<file path="src/rtl/cfgreg_pkg.sv">
package cfgreg_pkg;
  localparam int CFG_DATA_W = 16;
  localparam int CFG_SEL_W  = 2;
  localparam int CFG_WORDS_W = 6;
  localparam logic [CFG_DATA_W-1:0] BCR_DEFAULT = 16'h9D1F;

  typedef enum logic [CFG_SEL_W-1:0] {
    SEL_RCR  = 2'b00,
    SEL_DID  = 2'b01,
    SEL_BCR  = 2'b10,
    SEL_NONE = 2'b11
  } regsel_e;

  typedef struct packed {
    logic       async_mode;
    logic       fixed_lat;
    logic [2:0] lat_clocks;
    logic       wait_hi;
    logic       wait_early;
    logic [1:0] drive;
    logic       no_wrap;
    logic [CFG_WORDS_W-1:0] burst_words;
    logic       burst_cont;
  } cfg_view_t;

  function automatic logic lat_code_ok(input logic [2:0] c);
    return (c >= 3'd2) && (c <= 3'd6);
  endfunction

  function automatic logic burst_code_ok(input logic [2:0] c);
    return (c inside {3'd1, 3'd2, 3'd3, 3'd4, 3'd7});
  endfunction
endpackage

</file>
<file path="src/rtl/cfg_strobe_track.sv">
module cfg_strobe_track #(
  parameter int DATA_W = 16,
  parameter int SEL_W  = 2
) (
  input  logic              clk,
  input  logic              rst_n,
  input  logic              cre,
  input  logic              adv_n,
  input  logic              cs_n,
  input  logic              we_n,
  input  logic [SEL_W-1:0]  sel_in,
  input  logic [DATA_W-1:0] dq_in,
  output logic              commit,
  output logic [SEL_W-1:0]  cap_sel,
  output logic [DATA_W-1:0] cap_data
);
  logic armed_q;
  logic open_now;

  // all strobes low with the enable high: write phase, keep refreshing the capture
  assign open_now = cre & ~adv_n & ~cs_n & ~we_n;
  // armed means all three were low last edge, so any high now is the first rise
  assign commit   = armed_q & (adv_n | cs_n | we_n);

  always_ff @(posedge clk) begin
    if (!rst_n) begin
      armed_q  <= 1'b0;
      cap_sel  <= '0;
      cap_data <= '0;
    end else if (open_now) begin
      armed_q  <= 1'b1;
      cap_sel  <= sel_in;
      cap_data <= dq_in;
    end else if (commit) begin
      armed_q  <= 1'b0;
    end
  end

  // one commit per write phase
  p_single_commit_r3: assert property (@(posedge clk) disable iff (!rst_n)
    commit |=> !commit);
endmodule

</file>
<file path="src/rtl/cfg_field_check.sv">
module cfg_field_check
  import cfgreg_pkg::*;
#(
  parameter int DATA_W = 16
) (
  input  logic [DATA_W-1:0] cand,
  output logic              legal,
  output logic [DATA_W-1:0] checked
);
  logic lat_ok, burst_ok, rsv_ok;

  always_comb begin
    lat_ok   = lat_code_ok(cand[13:11]);
    burst_ok = burst_code_ok(cand[2:0]);
    rsv_ok   = ~(cand[9] | cand[7] | cand[6]);
    legal    = lat_ok & burst_ok & rsv_ok;
    checked  = legal ? cand : BCR_DEFAULT;
  end
endmodule

</file>
<file path="src/rtl/cfg_field_decode.sv">
module cfg_field_decode
  import cfgreg_pkg::*;
#(
  parameter int DATA_W = 16
) (
  input  logic [DATA_W-1:0] word,
  output cfg_view_t         view
);
  always_comb begin
    view.async_mode = word[15];
    view.fixed_lat  = word[14];
    view.lat_clocks = word[13:11];
    view.wait_hi    = word[10];
    view.wait_early = word[8];
    view.drive      = word[5:4];
    view.no_wrap    = word[3];
    view.burst_cont = (word[2:0] == 3'd7);
    if (word[2:0] >= 3'd1 && word[2:0] <= 3'd4)
      view.burst_words = CFG_WORDS_W'(6'd2 << word[2:0]);
    else
      view.burst_words = '0;
  end
endmodule

</file>
<file path="src/rtl/cfg_readback.sv">
module cfg_readback #(
  parameter int DATA_W = 16,
  parameter int SEL_W  = 2,
  parameter logic [DATA_W-1:0] DEV_ID = '0
) (
  input  logic              rd_en,
  input  logic [SEL_W-1:0]  sel,
  input  logic [DATA_W-1:0] rcr_word,
  input  logic [DATA_W-1:0] bcr_word,
  output logic [DATA_W-1:0] dq_out
);
  localparam int NUM_SLOTS = 1 << SEL_W;
  logic [DATA_W-1:0] slot [NUM_SLOTS];

  for (genvar i = 0; i < NUM_SLOTS; i++) begin : g_slot
    if (i == int'(cfgreg_pkg::SEL_RCR)) begin : g_rcr
      assign slot[i] = rcr_word;
    end else if (i == int'(cfgreg_pkg::SEL_BCR)) begin : g_bcr
      assign slot[i] = bcr_word;
    end else if (i == int'(cfgreg_pkg::SEL_DID)) begin : g_did
      assign slot[i] = DEV_ID;
    end else begin : g_none
      assign slot[i] = '0;
    end
  end

  assign dq_out = rd_en ? slot[sel] : '0;
endmodule

</file>
<file path="src/rtl/mem_cfg_regbank.sv">
module mem_cfg_regbank
  import cfgreg_pkg::*;
#(
  parameter logic [15:0] DEVICE_ID = 16'h0001,
  parameter logic [15:0] RCR_RESET = 16'h0010
) (
  input  logic        clk,
  input  logic        rst_n,
  input  logic        cre,
  input  logic        adv_n,
  input  logic        cs_n,
  input  logic        we_n,
  input  logic        oe_n,
  input  logic [1:0]  reg_sel,
  input  logic [15:0] dq_in,
  output logic [15:0] dq_out,
  output logic        dq_oe,
  output logic        cfg_async,
  output logic        cfg_fixed_latency,
  output logic [2:0]  cfg_latency_clocks,
  output logic        cfg_wait_active_high,
  output logic        cfg_wait_early,
  output logic [1:0]  cfg_drive_code,
  output logic        cfg_no_wrap,
  output logic [5:0]  cfg_burst_words,
  output logic        cfg_burst_continuous
);
  localparam int DW = CFG_DATA_W;
  localparam int SW = CFG_SEL_W;

  logic          commit;
  logic [SW-1:0] cap_sel;
  logic [DW-1:0] cap_data;
  logic          cap_legal;
  logic [DW-1:0] cap_checked;
  logic [DW-1:0] bcr_q, rcr_q;
  cfg_view_t     view;

  cfg_strobe_track #(.DATA_W(DW), .SEL_W(SW)) u_track (
    .clk(clk), .rst_n(rst_n), .cre(cre), .adv_n(adv_n), .cs_n(cs_n),
    .we_n(we_n), .sel_in(reg_sel), .dq_in(dq_in),
    .commit(commit), .cap_sel(cap_sel), .cap_data(cap_data)
  );

  cfg_field_check #(.DATA_W(DW)) u_check (
    .cand(cap_data), .legal(cap_legal), .checked(cap_checked)
  );

  always_ff @(posedge clk) begin
    if (!rst_n) begin
      bcr_q <= BCR_DEFAULT;
      rcr_q <= RCR_RESET;
    end else if (commit) begin
      case (regsel_e'(cap_sel))
        SEL_BCR: bcr_q <= cap_checked;
        SEL_RCR: rcr_q <= cap_data;
        default: ;
      endcase
    end
  end

  cfg_field_decode #(.DATA_W(DW)) u_decode (.word(bcr_q), .view(view));

  assign cfg_async            = view.async_mode;
  assign cfg_fixed_latency    = view.fixed_lat;
  assign cfg_latency_clocks   = view.lat_clocks;
  assign cfg_wait_active_high = view.wait_hi;
  assign cfg_wait_early       = view.wait_early;
  assign cfg_drive_code       = view.drive;
  assign cfg_no_wrap          = view.no_wrap;
  assign cfg_burst_words      = view.burst_words;
  assign cfg_burst_continuous = view.burst_cont;

  assign dq_oe = cre & ~cs_n & ~oe_n & we_n & adv_n;

  cfg_readback #(.DATA_W(DW), .SEL_W(SW), .DEV_ID(DEVICE_ID)) u_rb (
    .rd_en(dq_oe), .sel(reg_sel), .rcr_word(rcr_q), .bcr_word(bcr_q),
    .dq_out(dq_out)
  );

  // registers move only on the edge after a commit
  p_hold_without_commit_r2: assert property (@(posedge clk) disable iff (!rst_n)
    !commit |=> ($stable(bcr_q) && $stable(rcr_q)));
  // commits aimed at the ID slot leave both stores alone
  p_id_write_ignored_r4: assert property (@(posedge clk) disable iff (!rst_n)
    (commit && cap_sel == SEL_DID) |=> ($stable(bcr_q) && $stable(rcr_q)));
  // stored latency code is always legal
  p_latency_legal_r5: assert property (@(posedge clk) disable iff (!rst_n)
    (cfg_latency_clocks >= 3'd2 && cfg_latency_clocks <= 3'd6));
  // stored burst code is always legal
  p_burst_legal_r6: assert property (@(posedge clk) disable iff (!rst_n)
    (cfg_burst_continuous || cfg_burst_words != 6'd0));
  // reserved bits never stored as one
  p_reserved_zero_r7: assert property (@(posedge clk) disable iff (!rst_n)
    (bcr_q[9] == 1'b0 && bcr_q[7] == 1'b0 && bcr_q[6] == 1'b0));
  // bus quiet unless a read is enabled
  p_bus_quiet_r10: assert property (@(posedge clk) disable iff (!rst_n)
    !dq_oe |-> (dq_out == 16'h0000));
endmodule

</file>
<file path="config.mk">
export PLATFORM = sky130hd
export DESIGN_NAME = mem_cfg_regbank
export DESIGN_NICKNAME = d
export VERILOG_FILES = /design/src/rtl/cfgreg_pkg.sv /design/src/rtl/cfg_strobe_track.sv /design/src/rtl/cfg_field_check.sv /design/src/rtl/cfg_field_decode.sv /design/src/rtl/cfg_readback.sv /design/src/rtl/mem_cfg_regbank.sv
export SDC_FILE = /design/constraint.sdc
export NUM_CORES = 1
export LEC_CHECK = 0
export BUFFER_PORTS_ARGS = -buffer_cell sky130_fd_sc_hd__buf_2
export CELL_PAD_IN_SITES_DETAIL_PLACEMENT = 2
export CELL_PAD_IN_SITES_GLOBAL_PLACEMENT = 2
export CORE_AREA = 4 4 93 95
export DETAILED_ROUTE_END_ITERATION = 10
export DIE_AREA = 0 0 97 99
export GPL_TIMING_DRIVEN = 0
export PLACE_DENSITY_LB_ADDON = 0.08
export SYNTH_ARGS = -nofsm -noshare
export SYNTH_HDL_FRONTEND = slang
export SYNTH_SLANG_ARGS = --single-unit
</file>
<file path="constraint.sdc">
create_clock -name clk -period 3.2 [get_ports clk]
set_clock_uncertainty 0.05 [all_clocks]
set_input_delay 0.96 -clock clk [delete_from_list [all_inputs] [get_ports clk]]
set_output_delay 0.96 -clock clk [all_outputs]
set_load 0.05 [all_outputs]
</file>
==> flow_summary.rst <==
.. list-table::
   :header-rows: 1

   * - Metric
     - Value
   * - Outcome
     - finished with violations
   * - Violated checks
     - setup timing
   * - Initial detailed-routing violation count
     - 32
   * - Post-DRT Antenna Nets
     - 0
   * - Weighted congestion at the end of routability-driven global placement
     - 0.6889
   * - Starting density of the core
     - 0.3060
   * - Post-detailed-route wirelength per cell
     - 17.21 µm
   * - Number of different library cells in the post-synthesis netlist
     - 35
   * - Type of the most critical hold path
     - reg -> reg
   * - GRT met3 Usage
     - 0.02760
   * - Total of max-cap violations
     - 0
   * - Time the worst path needs with I/O delays and setup
     - 3.372 ns
   * - Post-route setup slack
     - -0.1720 ns
   * - Number of setup violations in the final report
     - 15
   * - EDFF count, synth
     - 0
   * - Simple-gate share of the synthesized area
     - 0.2497
   * - PD cells
     - 375.6 nW/µm²
   * - Most frequent standard cell in the layout excluding fill and tap cells
     - sky130_fd_sc_hd__dfxtp_1
   * - Worst VDD drop
     - 0.1934 mV
   * - CTS Sinks
     - 51
   * - Sequential share of power
     - 0.530
   * - Mean post-synth cell area
     - 8.791 µm²
   * - Skew-Pair Late Insertion Delay
     - 0.30 ns
   * - Type of element capturing the critical path
     - output port
   * - Number of antenna violations at the first check in global routing
     - 0
   * - Detail Placement HPWL
     - 5419 µm
   * - Top cells by area in the synthesized netlist
     - sky130_fd_sc_hd__dfxtp_1 (43%), sky130_fd_sc_hd__mux2i_1 (13%), sky130_fd_sc_hd__nand2_1 (6.7%), sky130_fd_sc_hd__a21boi_0 (5.7%), sky130_fd_sc_hd__nor2_1 (4.0%)
   * - Arrival time of the worst setup path
     - 2.36 ns
   * - P_leak
     - 0.001357 µW
   * - Share of the synthesized area in the top cell type
     - 0.4317
   * - Fraction of the mapped netlist area in adder cells
     - 0
   * - Net switching power figure
     - 281.3 µW
   * - Asr flop ratio synth
     - 0
   * - Net count of the finished layout
     - 363
   * - Met2 track demand over resource
     - 0.3068
   * - Switching Share
     - 0.2311
   * - Core ar.
     - 7727 µm²
   * - Count of standard-cell rows
     - 32
   * - Warning count from the yosys run
     - 0
   * - CTS tree
     - done
   * - Antenna Cells
     - 0
   * - Met1 usage in global routing
     - 0.1934
   * - Combinational fraction of design power
     - 0.083
   * - Per-cell via count in the routed design
     - 4.773
   * - Worst Path Max Fanout
     - 6
   * - Actual slew at the worst max-slew pin
     - 0.6606 ns
   * - Achievable frequency
     - 296.6 MHz
   * - Post-synthesis cell count
     - 269
   * - Number of buffers inserted during clock tree synthesis
     - 5
   * - Area of the die
     - 9603 µm²
   * - Final max-slew violation count
     - 0
   * - Area of the mapped netlist
     - 2365 µm²
   * - Via count of the first global-routing pass
     - 2403
   * - H-tree depth
     - 2
   * - CTS clock-pin slew for the worst setup and hold paths
     - 0.10 ns
   * - Clock group share of total power
     - 0.387
   * - Post-synthesis sequential element count
     - 51
   * - Worst hold margin
     - 0.4365 ns
   * - I/O pin cnt
     - 59
   * - Endpoint required time on the critical path
     - 2.19 ns
   * - Multiplexer fraction of the synthesized cell area
     - 0.1270
   * - Count of hold buffers inserted by post-cts repair
     - 0
   * - Overall Global Routing Usage
     - 0.1631
   * - Combinational family with the most area after synthesis
     - simple AND/OR/NAND/NOR gates
   * - Setup_tns
     - -2.317 ns
   * - Root cell of the clock tree
     - sky130_fd_sc_hd__clkbuf_8
   * - Final Hold Viols
     - 0
   * - Post-route core utilization
     - 0.4192
   * - Compound-gate portion of the synthesized area
     - 0.1095
   * - Count of filler cells inserted in the layout
     - 880
   * - Synth-to-layout area growth
     - 36.98%
   * - Number of input and output port buffers inserted
     - 54
   * - Peak-usage layer in the global routing report
     - met2
   * - Maximum number of pins on one net before global-route repair
     - 16
   * - Commonest cells after routing, fill and taps aside
     - sky130_fd_sc_hd__dfxtp_1 (51), sky130_fd_sc_hd__nand2_1 (42), sky130_fd_sc_hd__buf_2 (40)
   * - Via count of the routed design
     - 2105
   * - Fraction of final layout cells with drive strength greater than 1
     - 0.3097
   * - Category of the worst setup path launch point
     - primary input
   * - Global-route wire length before repair
     - 12440 µm
   * - Dominant synthesized flop cell
     - sky130_fd_sc_hd__dfxtp_1
   * - Sequential element share of the synthesized area
     - 0.4317
   * - First-pass detailed-route iteration total
     - 3
   * - Maximum buffer depth of the clock tree
     - 2
   * - Global route overflow
     - 0
   * - XOR/XNOR Fraction of Synth Area
     - 0.007407
   * - RSZ-0062 raised after global routing
     - true
   * - Final worst path period share
     - 1.054
   * - Classification of the worst setup path
     - in -> out
   * - Final routed wirelength across all metal layers
     - 7591 µm
   * - Yosys top cell by area
     - sky130_fd_sc_hd__dfxtp_1
   * - Internal
     - 935.6 µW
   * - Worst rel slew slack
     - 0.5596
   * - Remaining routing DRC violations
     - 0
   * - Die Width
     - 97 µm
   * - Die Y
     - 99 µm
cells in the mapped netlist (all sizes together) (2+ instances only):
library cell,n
nand3,3
buf,13
o211ai,2
nor2b,15
inv,7
nor2,25
a31o,2
nor3b,8
dfxtp,51
and3,6
nand2,42
a21boi,18
nand3b,2
clkbuf,12
or3,2
mux2i,30
nor3,5
a31oi,5
o21ai,5
nor4,4
worst max-delay path, stage by stage:
cell and delay (ns):
sky130_fd_sc_hd__buf_6 0.09, sky130_fd_sc_hd__nand2b_4 0.13, sky130_fd_sc_hd__or3_4 0.37, sky130_fd_sc_hd__or2_1 0.23
sky130_fd_sc_hd__buf_6 0.16, sky130_fd_sc_hd__buf_12 0.16, sky130_fd_sc_hd__nor2_4 0.10, sky130_fd_sc_hd__buf_8 0.15
state kept, by name, indices dropped and copies added (netlist names):
register,cells
bcr_q,16
rcr_q,16
u_track.cap_data,16
u_track.cap_sel,2
u_track.armed_q,1
power by group through the flow:
stage	sequential [µW]	clock [µW]	combinational, µW
floorplan	658	0	61.6
global placement	659	0	94.8
detailed placement	660	0	96.6
CTS	645	484	103
global route	646	513	112
finish	645	471	101
cell type report:
cell class / instances / area (µm²) / area share
Multi-Input combinational cell: 187 / 1300 / 0.4013
Sequential cell: 51 / 1021 / 0.3152
Timing Repair Buffer: 61 / 484.2 / 0.1495
Buffer: 25 / 162.7 / 0.05021
Tap cell: 102 / 127.6 / 0.03940
Clock buffer: 6 / 82.58 / 0.02549
Clock inverter: 2 / 35.03 / 0.01081
Inverter: 7 / 26.28 / 0.008111
final timing paths:
check                        from  cells past startpoint        end  slack [ns]
max                          cs_n                      8  dq_out[5]       -0.17
min          u_track.cap_data[15]                      2  bcr_q[15]        0.44
max reg2reg   u_track.cap_data[2]                      5   bcr_q[5]        1.40
min reg2reg  u_track.cap_data[15]                      2  bcr_q[15]        0.44
repair_timing:
action / 4_1_cts / 5_1_grt
buffers inserted: 5 / 1
endpoints found under the setup margin: 15 / 15
gates cloned: 1 / 0
pin swaps: 3 / 3
resized for setup: 40 / 9
logic make-up (layout without fill, tap and decap cells):
group | Yosys count | count (layout)
XOR/XNOR | 2 | 2
AO/OA/AOI/OAI | 36 | 36
AND/OR/NAND/NOR | 117 | 117
flip-flops | 51 | 51
buffers and inverters | 32 | 101
multiplexers | 30 | 30
other | 1 | 2
per-layer routing:
layer  vias up  share of wire  routed length (µm)
li1       1041              -                   -
met1      1023           0.43                3296
met2        37           0.53                4027
met3         4          0.028                 214
met4         0         0.0069                  52
met5         -              0                   0
stage by stage:
stage                     instances  cell area (µm²)  power [µW]  worst slack [ns]
after floorplan                 270             2484       719.2          -0.08942
after global placement          426             2882       754.1           -0.3376
after detailed placement        426             2882       756.2           -0.3615
after CTS                       440             3197        1232           -0.1791
after global routing            441             3239        1271           -0.2178
final                           441             3239        1217           -0.1720
Note: power is estimated with default switching activity, not from simulation.
